$ cat src/rtl/wmod_pkg.sv
package wmod_pkg;
  typedef enum logic [1:0] {
    ST_IDLE  = 2'd0,
    ST_FETCH = 2'd1,
    ST_ITER  = 2'd2
  } wmod_state_e;
endpackage

$ cat src/rtl/wmod_step.sv
module wmod_step #(
  parameter int W = 16
) (
  input  logic [W-1:0] part_rem,
  input  logic         in_bit,
  input  logic [W-1:0] divisor,
  output logic [W-1:0] next_rem
);
  logic [W:0] shifted;
  logic [W:0] diff;
  logic       fits;

  always_comb begin
    shifted  = {part_rem, in_bit};
    diff     = shifted - {1'b0, divisor};
    fits     = shifted >= {1'b0, divisor};
    next_rem = fits ? diff[W-1:0] : shifted[W-1:0];
  end
endmodule

$ cat src/rtl/wmod_datapath.sv
module wmod_datapath #(
  parameter int W = 16
) (
  input  logic         clk,
  input  logic         rst_n,
  input  logic         load,
  input  logic [W-1:0] div_in,
  input  logic         step_en,
  input  logic         step_first,
  input  logic         fin_last,
  input  logic         fin_zero,
  input  logic [W-1:0] word_in,
  output logic [W-1:0] result
);
  logic [W-1:0] div_q, div_d;
  logic [W-1:0] part_q, part_d;
  logic [W-1:0] sh_q, sh_d;
  logic [W-1:0] res_q, res_d;
  logic [W-1:0] step_rem;
  logic         in_bit;

  assign in_bit = step_first ? word_in[W-1] : sh_q[W-1];

  wmod_step #(.W(W)) u_step (
    .part_rem (part_q),
    .in_bit   (in_bit),
    .divisor  (div_q),
    .next_rem (step_rem)
  );

  always_comb begin
    div_d  = div_q;
    part_d = part_q;
    sh_d   = sh_q;
    res_d  = res_q;
    if (load) begin
      div_d  = div_in;
      part_d = '0;
    end
    if (step_en) begin
      part_d = step_rem;
      sh_d   = step_first ? {word_in[W-2:0], 1'b0} : {sh_q[W-2:0], 1'b0};
    end
    if (fin_zero) res_d = '0;
    if (fin_last) res_d = step_rem;
  end

  always_ff @(posedge clk or negedge rst_n) begin
    if (!rst_n) begin
      div_q  <= '0;
      part_q <= '0;
      sh_q   <= '0;
      res_q  <= '0;
    end else begin
      if (load) div_q <= div_d;
      if (load || step_en) begin
        part_q <= part_d;
        sh_q   <= sh_d;
      end
      if (fin_zero || fin_last) res_q <= res_d;
    end
  end

  assign result = res_q;


  part_below_div_chk: assert property (@(posedge clk) disable iff (!rst_n)
    step_en |-> part_q < div_q);


  step_result_below_chk: assert property (@(posedge clk) disable iff (!rst_n)
    step_en |=> part_q < div_q);


  load_clears_chk: assert property (@(posedge clk) disable iff (!rst_n)
    load |=> part_q == '0);
endmodule

$ cat src/rtl/wmod_ctrl.sv
module wmod_ctrl
  import wmod_pkg::*;
#(
  parameter int W     = 16,
  parameter int LEN_W = 8
) (
  input  logic             clk,
  input  logic             rst_n,
  input  logic             start_i,
  input  logic [LEN_W-1:0] len_i,
  input  logic             div_zero,
  output logic             accept,
  output logic             step_en,
  output logic             step_first,
  output logic             fin_last,
  output logic             fin_zero,
  output logic             rd_en_o,
  output logic [LEN_W-1:0] rd_addr_o,
  output logic             busy_o,
  output logic             done_o,
  output logic             err_o
);
  localparam int ITER_W = $clog2(W);
  localparam logic [ITER_W-1:0] LAST_ITER = ITER_W'(W - 1);

  wmod_state_e      state_q, state_d;
  logic [LEN_W-1:0] addr_q, addr_d;
  logic [LEN_W-1:0] len_q, len_d;
  logic [ITER_W-1:0] iter_q, iter_d;
  logic             done_q, done_d;
  logic             err_q, err_d;
  logic             last_iter;

  assign accept     = (state_q == ST_IDLE) && start_i;
  assign fin_zero   = accept && (div_zero || (len_i == '0));
  assign step_en    = (state_q == ST_ITER);
  assign last_iter  = (iter_q == LAST_ITER);
  assign step_first = step_en && (iter_q == '0);
  assign fin_last   = step_en && last_iter && (addr_q == '0);

  always_comb begin
    state_d = state_q;
    addr_d  = addr_q;
    len_d   = len_q;
    iter_d  = iter_q;
    done_d  = 1'b0;
    err_d   = err_q;
    case (state_q)
      ST_IDLE: begin
        if (start_i) begin
          len_d = len_i;
          if (fin_zero) begin
            done_d = 1'b1;
            err_d  = div_zero;
          end else begin
            addr_d  = len_i - LEN_W'(1);
            state_d = ST_FETCH;
          end
        end
      end
      ST_FETCH: begin
        iter_d  = '0;
        state_d = ST_ITER;
      end
      ST_ITER: begin
        iter_d = iter_q + ITER_W'(1);
        if (last_iter) begin
          if (addr_q == '0) begin
            state_d = ST_IDLE;
            done_d  = 1'b1;
            err_d   = 1'b0;
          end else begin
            addr_d  = addr_q - LEN_W'(1);
            state_d = ST_FETCH;
          end
        end
      end
      default: state_d = ST_IDLE;
    endcase
  end

  always_ff @(posedge clk or negedge rst_n) begin
    if (!rst_n) begin
      state_q <= ST_IDLE;
      addr_q  <= '0;
      len_q   <= '0;
      iter_q  <= '0;
      done_q  <= 1'b0;
      err_q   <= 1'b0;
    end else begin
      state_q <= state_d;
      done_q  <= done_d;
      if (accept || step_en) addr_q <= addr_d;
      if (accept) len_q <= len_d;
      if (step_en || state_q == ST_FETCH) iter_q <= iter_d;
      if (done_d) err_q <= err_d;
    end
  end

  assign rd_en_o   = (state_q == ST_FETCH);
  assign rd_addr_o = addr_q;
  assign busy_o    = (state_q != ST_IDLE);
  assign done_o    = done_q;
  assign err_o     = err_q;


  done_pulse_chk: assert property (@(posedge clk) disable iff (!rst_n)
    done_o |=> !done_o);


  single_fetch_chk: assert property (@(posedge clk) disable iff (!rst_n)
    rd_en_o |=> !rd_en_o);


  fetch_range_chk: assert property (@(posedge clk) disable iff (!rst_n)
    rd_en_o |-> rd_addr_o < len_q);


  zero_div_chk: assert property (@(posedge clk) disable iff (!rst_n)
    (accept && div_zero) |=> (done_o && err_o && !busy_o));


  busy_start_chk: assert property (@(posedge clk) disable iff (!rst_n)
    (accept && !div_zero && len_i != '0) |=> busy_o && !done_o);


  busy_ignore_chk: assert property (@(posedge clk) disable iff (!rst_n)
    busy_o |=> $stable(len_q));
endmodule

$ cat src/rtl/wordwise_modulo.sv
module wordwise_modulo #(
  parameter int WORD_W = 16,
  parameter int LEN_W  = 8
) (
  input  logic              clk,
  input  logic              rst_n,
  input  logic              start_i,
  input  logic [LEN_W-1:0]  len_i,
  input  logic [WORD_W-1:0] divisor_i,
  output logic              rd_en_o,
  output logic [LEN_W-1:0]  rd_addr_o,
  input  logic [WORD_W-1:0] rd_data_i,
  output logic              busy_o,
  output logic              done_o,
  output logic [WORD_W-1:0] rem_o,
  output logic              div_err_o
);
  logic div_zero;
  logic accept, step_en, step_first, fin_last, fin_zero;

  assign div_zero = (divisor_i == '0);

  wmod_ctrl #(.W(WORD_W), .LEN_W(LEN_W)) u_ctrl (
    .clk        (clk),
    .rst_n      (rst_n),
    .start_i    (start_i),
    .len_i      (len_i),
    .div_zero   (div_zero),
    .accept     (accept),
    .step_en    (step_en),
    .step_first (step_first),
    .fin_last   (fin_last),
    .fin_zero   (fin_zero),
    .rd_en_o    (rd_en_o),
    .rd_addr_o  (rd_addr_o),
    .busy_o     (busy_o),
    .done_o     (done_o),
    .err_o      (div_err_o)
  );

  wmod_datapath #(.W(WORD_W)) u_dp (
    .clk        (clk),
    .rst_n      (rst_n),
    .load       (accept),
    .div_in     (divisor_i),
    .step_en    (step_en),
    .step_first (step_first),
    .fin_last   (fin_last),
    .fin_zero   (fin_zero),
    .word_in    (rd_data_i),
    .result     (rem_o)
  );


  no_read_idle_chk: assert property (@(posedge clk) disable iff (!rst_n)
    !busy_o |-> !rd_en_o);
endmodule

$ cat config.mk
export PLATFORM = sky130hd
export DESIGN_NAME = wordwise_modulo
export DESIGN_NICKNAME = d
export VERILOG_FILES = /design/src/rtl/wmod_pkg.sv /design/src/rtl/wmod_step.sv /design/src/rtl/wmod_datapath.sv /design/src/rtl/wmod_ctrl.sv /design/src/rtl/wordwise_modulo.sv
export SDC_FILE = /design/constraint.sdc
export NUM_CORES = 1
export LEC_CHECK = 0
export ABC_AREA = 1
export BUFFER_PORTS_ARGS = -buffer_cell sky130_fd_sc_hd__buf_4
export CAP_MARGIN = 30
export CELL_PAD_IN_SITES_DETAIL_PLACEMENT = 1
export CELL_PAD_IN_SITES_GLOBAL_PLACEMENT = 1
export CORE_ASPECT_RATIO = 0.7
export CORE_MARGIN = 10
export CORE_UTILIZATION = 45
export CTS_CLUSTER_DIAMETER = 150
export DETAILED_ROUTE_END_ITERATION = 8
export PLACE_DENSITY = 0.93
export REMOVE_ABC_BUFFERS = 1
export SETUP_SLACK_MARGIN = 0.15
export SLEW_MARGIN = 10
export SYNTH_ARGS = -nofsm -noshare
export SYNTH_HDL_FRONTEND = slang
export SYNTH_SLANG_ARGS = --single-unit
$ cat constraint.sdc
create_clock -name clk -period 4.3 [get_ports clk]
set_input_delay 0.645 -clock clk [delete_from_list [all_inputs] [get_ports clk]]
set_output_delay 0.645 -clock clk [all_outputs]
set_load 0.05 [all_outputs]
**Yosys cells after proc, flatten, opt, wreduce, memory -nomap -nowiden**

Cells that the tools add are included.

- Latch bits: 0
- Memories: 0
- RAM bits: 0
- Bits of input ports: 43
- Output and inout bits: 28
- Flip-flop bits (word level): 80
- ROM bits: 0
- Logic and storage cells: 77

- Equality and inequality tests: 9
- $mul: 0
- Reduce and logical (&&, ||, !) cells: 26
- Order comparisons: 1
- Divide/modulo/power cells: 0
- Add/subtract/negate cells: 4
- Shift operators: 0
- Mux-type cells: 28
- Bitwise gates (word level): 0

Operators with widths:

| kind | number |
|---|---|
| $mux 16 | 6 |
| $mux 8 | 4 |
| $ge 17x16->1 | 1 |
| $logic_not 16->1 | 1 |
| $logic_not 8->1 | 2 |
| $pmux 8 s2 | 1 |
| $sub 16x16->16 | 1 |
| $sub 8x1->8 const B | 2 |
| $reduce_and 6->1 | 2 |
| $mux 1 | 10 |
| $ne 2x2->1 const B | 5 |
| $reduce_bool 2->1 | 5 |
| $pmux 4 s2 | 1 |
| $reduce_and 2->1 | 4 |
| $mux 2 | 3 |
| $pmux 2 s3 | 1 |
| $logic_and 1x1->1 | 5 |
| $add 4x1->4 const B | 1 |
| $eq 4x4->1 const B | 1 |
| $logic_not 4->1 | 1 |
| $logic_or 1x1->1 | 4 |
| $pmux 1 s2 | 2 |
| $reduce_and 3->1 | 1 |
| $eq 2x1->1 const B | 1 |
| other kinds (3) | 3 |

**Longest topological paths before layout**

- Depth in word-level cells: 7
- Gate-level depth with buffers: 18
- Mapped depth without buffers: 18

**Modules after synthesis**

From an unflattened synthesis, not the netlist that was laid out.

- Cell total of the unflattened synthesis: 803
- Area, all modules: 5502.8 sq um

Modules (own cells, without submodules):

| module | sequential area each (sq um) | times used | area each (sq um) | cells each |
|---|---|---|---|---|
| wmod_datapath | 1576.5 | 1 | 2700.1 | 313 |
| wmod_step | 0.0 | 1 | 1386.3 | 270 |
| wmod_ctrl | 400.4 | 1 | 1312.5 | 193 |
| wordwise_modulo | 0.0 | 1 | 103.8 | 27 |

**Worst setup path before layout**

Ideal clock, no wire load.

- Path type: reg2reg
- Start: register u_ctrl.state_q[0]
- End: register u_dp.part_q[10]
- Stages on the path, launching flop included: 18
- Buffers on the path: 0
- Library setup time: 0.121 ns
- Clock period less this slack: 2.464 ns
- Arrival: 2.343 ns
- Path slack: 1.836 ns
- Path through: dfrtp_1 > inv_1 > ha_1 > nand2_1 > inv_1 > nand2_2 > nand2_1 > nand3_2 > fa_1 > nand2_1 > nand2_1 > o21ai_0 > o21ai_1 > a21oi_1 > xor2_1 > nand2_1 > nand3_1 > o21ai_1

- Word-level cells in the longest chain between the ends: 6
- Elaborated cells on any way between the ends: 12

Ends and longest elaborated chain:

| what | RTL line | RTL |
|---|---|---|
| start, declared | wmod_ctrl.sv:26 | `wmod_state_e state_q, state_d;` |
| start signal, assigned | wmod_ctrl.sv:91 | `state_q <= state_d;` |
| $eq 2x2->1 | wmod_ctrl.sv:36 | `assign step_en = (state_q == ST_ITER);` |
| $logic_and 1x1->1 | wmod_ctrl.sv:38 | `assign step_first = step_en && (iter_q == '0);` |
| $mux 1 | wmod_datapath.sv:22 | `assign in_bit = step_first ? word_in[W-1] : sh_q[W-1];` |
| $sub 16x16->16 or $ge 17x16->1 (tied branches) | wmod_step.sv:15, wmod_step.sv:16 |  |
| $mux 16 | wmod_step.sv:17 | `next_rem = fits ? diff[W-1:0] : shifted[W-1:0];` |
| $mux 16 | wmod_datapath.sv:40 | `if (step_en) begin` |
| end signal, assigned | wmod_datapath.sv:57 | `part_q <= part_d;` |
| end, declared | wmod_datapath.sv:16 | `logic [W-1:0] part_q, part_d;` |

Several ways; a longest one is shown, not always the timed one.
A chain may end at the register's enable or synchronous reset.

**Final worst setup path**

- Start: register u_ctrl.state_q[0]
- End: register u_dp.res_q[8], in the netlist u_dp.result[8]

- Word-level cells in the longest chain between the ends: 6
- Elaborated cells on any way between the ends: 15

Ends and longest elaborated chain:

| what | RTL line | RTL |
|---|---|---|
| $eq 2x2->1 | wmod_ctrl.sv:36 |  |
| $logic_and 1x1->1 | wmod_ctrl.sv:38 |  |
| $mux 1 | wmod_datapath.sv:22 |  |
| $sub 16x16->16 or $ge 17x16->1 (tied branches) | wmod_step.sv:15, wmod_step.sv:16 |  |
| $mux 16 | wmod_step.sv:17 |  |
| $mux 16 | wmod_datapath.sv:45 | `if (fin_last) res_d = step_rem;` |
| end signal, assigned | wmod_datapath.sv:60 | `if (fin_zero \|\| fin_last) res_q <= res_d;` |
| end, declared | wmod_datapath.sv:18 | `logic [W-1:0] res_q, res_d;` |

Several ways; a longest one is shown, not always the timed one.

==> qor.tcl <==
set qor(yosysUniqueCellTypes) 36
set qor(area_enclosed_by_the_die_boundary_mm2) 0.0149
set qor(critPathBufInv) 3
set qor(postRouteAntennaNets) 0
set qor(grt_overflow_total) 0
set qor(avgSynthCellArea_um2) 7.61
set qor(crit-reg2reg-launch) {u_ctrl.state_q[0]}
set qor(min-delay-path-class) {input port to asynchronous set/reset pin}
set qor(grt_max_degree) 54
set qor(reg2reg_slack_ns) 1.08
set qor(critPathMaxStageDelay_ns) 0.44
set qor(worst_path_max_fanout) 16
set qor(numPortBuffers) 70
set qor(worst_path_most_repeated_cell) {sky130_fd_sc_hd__nand2_1}
set qor(clkSinkCount) 79
set qor(cap_viol_max_count) 0
set qor(worstPathRequired_ns) 4.51
set qor(start_kind) {flop}
set qor(worst_slew_pin_slew_ns) 0.660
set qor(ys.warnings.count) 0
set qor(ctsRootBufferMaster) {sky130_fd_sc_hd__clkbuf_16}
set qor(routed-via-count) 4438
set qor(avgRoutedWirePerCell_um) 18.6
set qor(cts.repair.resized) 0
set qor(clock_tree_from_tritoncts) {yes}
set qor(ys_ff_latch) 79
set qor(global_placement_routability_congestion) 0.928
set qor(crit_chain) {inv_1 -> ha_1 -> nand2_1 -> inv_1 -> nand2_2 -> nand2_1 -> nand3_2 -> fa_1 -> nand2_1 -> nand2_1 -> o21ai_0 -> inv_1 -> a21oi_1 -> xor2_1 -> nand2_1 -> o21ai_0 -> o21ai_0}
set qor(top_level_ports) 71
set qor(drcViolationCount) 0
set qor(min_period_ns) 3.22
set qor(synth_async_sr_flop_share) 1.00
set qor(cts_max_path_buffers) 2
set qor(h-tree-depth) 3
set qor(die_h_um) 105
set qor(synth.top_cells.by_area) {sky130_fd_sc_hd__dfrtp_1 42%, sky130_fd_sc_hd__nand2_1 14%, sky130_fd_sc_hd__inv_1 6.5%}
set qor(worst-setup-path-type) {flop to flop}
set qor(grt_first_pass_wirelength_mm) 25.0
set qor(layout-drive-gt1-share) 0.163
set qor(tritoncts.num_buffers) 9
set qor(grt_setup_unrepaired) {no}
set qor(worstSkewPairLatency_ns) 0.35
set qor(dr.pass1.iters) 5
set qor(synth-edff-count) 0
set qor(drv_slew) 0
set qor(drtIter0Drc) 179
set qor(setup.worst_path.start) {u_ctrl.state_q[0]}
set qor(post-synth-top-area-fraction) 0.424
set qor(synthToLayoutAreaGrowth_pct) 20.3
set qor(setup_tns_ns) 0
set qor(timing.critical_path.arrival_ns) 3.43
set qor(post_cts.repair.setup_buffers) 0
set qor(chipWidth_um) 142
set qor(yosys-top-cells-count) {169 x sky130_fd_sc_hd__nand2_1, 81 x sky130_fd_sc_hd__inv_1, 79 x sky130_fd_sc_hd__dfrtp_1}
set qor(finalCritPeriodShare) 0.750
set qor(setup-violations-final) 0
set qor(post-dp-hpwl_mm) 10.9
set qor(via_count_of_the_first_global_routing_pass) 4920
set qor(synthMostInstantiatedCell) {sky130_fd_sc_hd__nand2_1}
set qor(core_area_mm2) 0.00991
set qor(antenna_violations_before_repair) 0
set qor(finalHoldViolCount) 0
set qor(critical_path.slowest_cell) {sky130_fd_sc_hd__fa_1}
set qor(netlist.top_cell.by_area) {sky130_fd_sc_hd__dfrtp_1}
set qor(fin_nets) 746
set qor(hold_buffers) 0
set qor(per_cell_via_count_in_the_routed_design) 5.47
set qor(timing.clock.skew_ns) 0.00640
set qor(insertedDiodeCount) 0
set qor(floorplan.initialDensity) 0.470
set qor(synth_sequential_area_ratio) 0.424
set qor(run_status) {finished, final reports clean}
set qor(ys.flop_type) {sky130_fd_sc_hd__dfrtp_1}
set qor(setup.worst_path.end_class) {flop}
set qor(synthesis.instances) 612
set qor(clock.fmax_mhz) 310
set qor(total_global_routing_track_utilization) 0.205
set qor(route.final.wire_length_mm) 15.1
set qor(relSlewSlack) 0.559
set qor(rows) 30
set qor(synth_area_mm2) 0.00466
set qor(worst_setup_hold_path_clk_slew_ns) 0.06
set qor(critPathTopFamily) {simple AND/OR/NAND/NOR gates}
area by class of cell:
type,instances,area (µm²)
Inverter,83,312
Sequential cell,79,1980
Clock inverter,3,42.5
Fill cell,1249,4310
Clock buffer,12,256
Timing Repair Buffer,75,591
Multi-Input combinational cell,431,2270
Tap cell,128,160
worst paths after layout:
path,to,cells past startpoint
max,u_dp.result[8],17
min in group clk,u_dp.result[13],2
max reg2reg,u_dp.result[8],17
min,u_dp.result[2],1
min reg2reg,u_dp.result[13],2
max in group asynchronous,u_dp.div_q[8],2
flip-flops by register name, indices dropped and copies added, names as in the netlist:
name,flops
u_dp.div_q,16
u_dp.part_q,16
u_dp.result,16
u_dp.sh_q,15
u_ctrl.rd_addr_o,8
u_ctrl.iter_q,4
u_ctrl.state_q,2
u_ctrl.done_o,1
u_ctrl.err_o,1
layout by cell type (no fill, tap or decap), types with 2 or more instances in the layout:
| cell | count |
|---|---|
| sky130_fd_sc_hd__nand2_2 | 2 |
| sky130_fd_sc_hd__o21ai_2 | 6 |
| sky130_fd_sc_hd__a21oi_1 | 17 |
| sky130_fd_sc_hd__clkbuf_16 | 9 |
| sky130_fd_sc_hd__nor2_2 | 3 |
| sky130_fd_sc_hd__or2_1 | 6 |
| sky130_fd_sc_hd__buf_4 | 73 |
| sky130_fd_sc_hd__o21ai_1 | 15 |
| sky130_fd_sc_hd__o22ai_1 | 3 |
| sky130_fd_sc_hd__nor3_1 | 5 |
| sky130_fd_sc_hd__xor2_1 | 7 |
| sky130_fd_sc_hd__inv_2 | 2 |
| sky130_fd_sc_hd__xnor2_1 | 7 |
| sky130_fd_sc_hd__nand3_2 | 6 |
| sky130_fd_sc_hd__inv_1 | 81 |
| sky130_fd_sc_hd__nand3_1 | 32 |
| sky130_fd_sc_hd__a31oi_1 | 15 |
| sky130_fd_sc_hd__clkbuf_8 | 2 |
| sky130_fd_sc_hd__nand4_1 | 9 |
| sky130_fd_sc_hd__a21o_1 | 3 |
| sky130_fd_sc_hd__o21a_1 | 2 |
| sky130_fd_sc_hd__ha_1 | 23 |
| sky130_fd_sc_hd__dfrtp_1 | 79 |
| sky130_fd_sc_hd__nor4_1 | 2 |
| sky130_fd_sc_hd__nand2_1 | 169 |
| sky130_fd_sc_hd__o21ai_0 | 52 |
| sky130_fd_sc_hd__nor2_1 | 41 |
cell families after synthesis:
kind of cell	after synthesis	synth area share
and+or+nand+nor	277	0.255
adders and majority gates	24	0.0661
buffers and inverters	102	0.0894
DFF	79	0.424
AOI/OAI and AO/OA	116	0.139
xor gates and xnor gates	14	0.0263
routing by layer:
layer	vias up	global-route usage	part of all wire
met4	0	0.0590	0.013
li1	2110	-	-
met1	2206	0.239	0.42
met2	104	0.355	0.50
met3	18	0.0583	0.064
met5	-	0	0
stage by stage:
step / util / setup WS [ns] / std cells / area [µm²] / hold slack [ns]
after global routing: 0.566 / 0.844 / 811 / 5600 / 0.243
after floorplan: - / 1.21 / 593 / 4550 / 0.349
final: 0.566 / 1.08 / 811 / 5600 / 0.213
after detailed placement: 0.534 / 1.18 / 795 / 5290 / 0.476
after global placement: 0.531 / 1.47 / 794 / 5260 / 0.465
after CTS: 0.564 / 1.12 / 810 / 5590 / 0.228
Power is not shown: default switching activity piles up to over one toggle a cycle in this logic, so the estimate is an artifact.
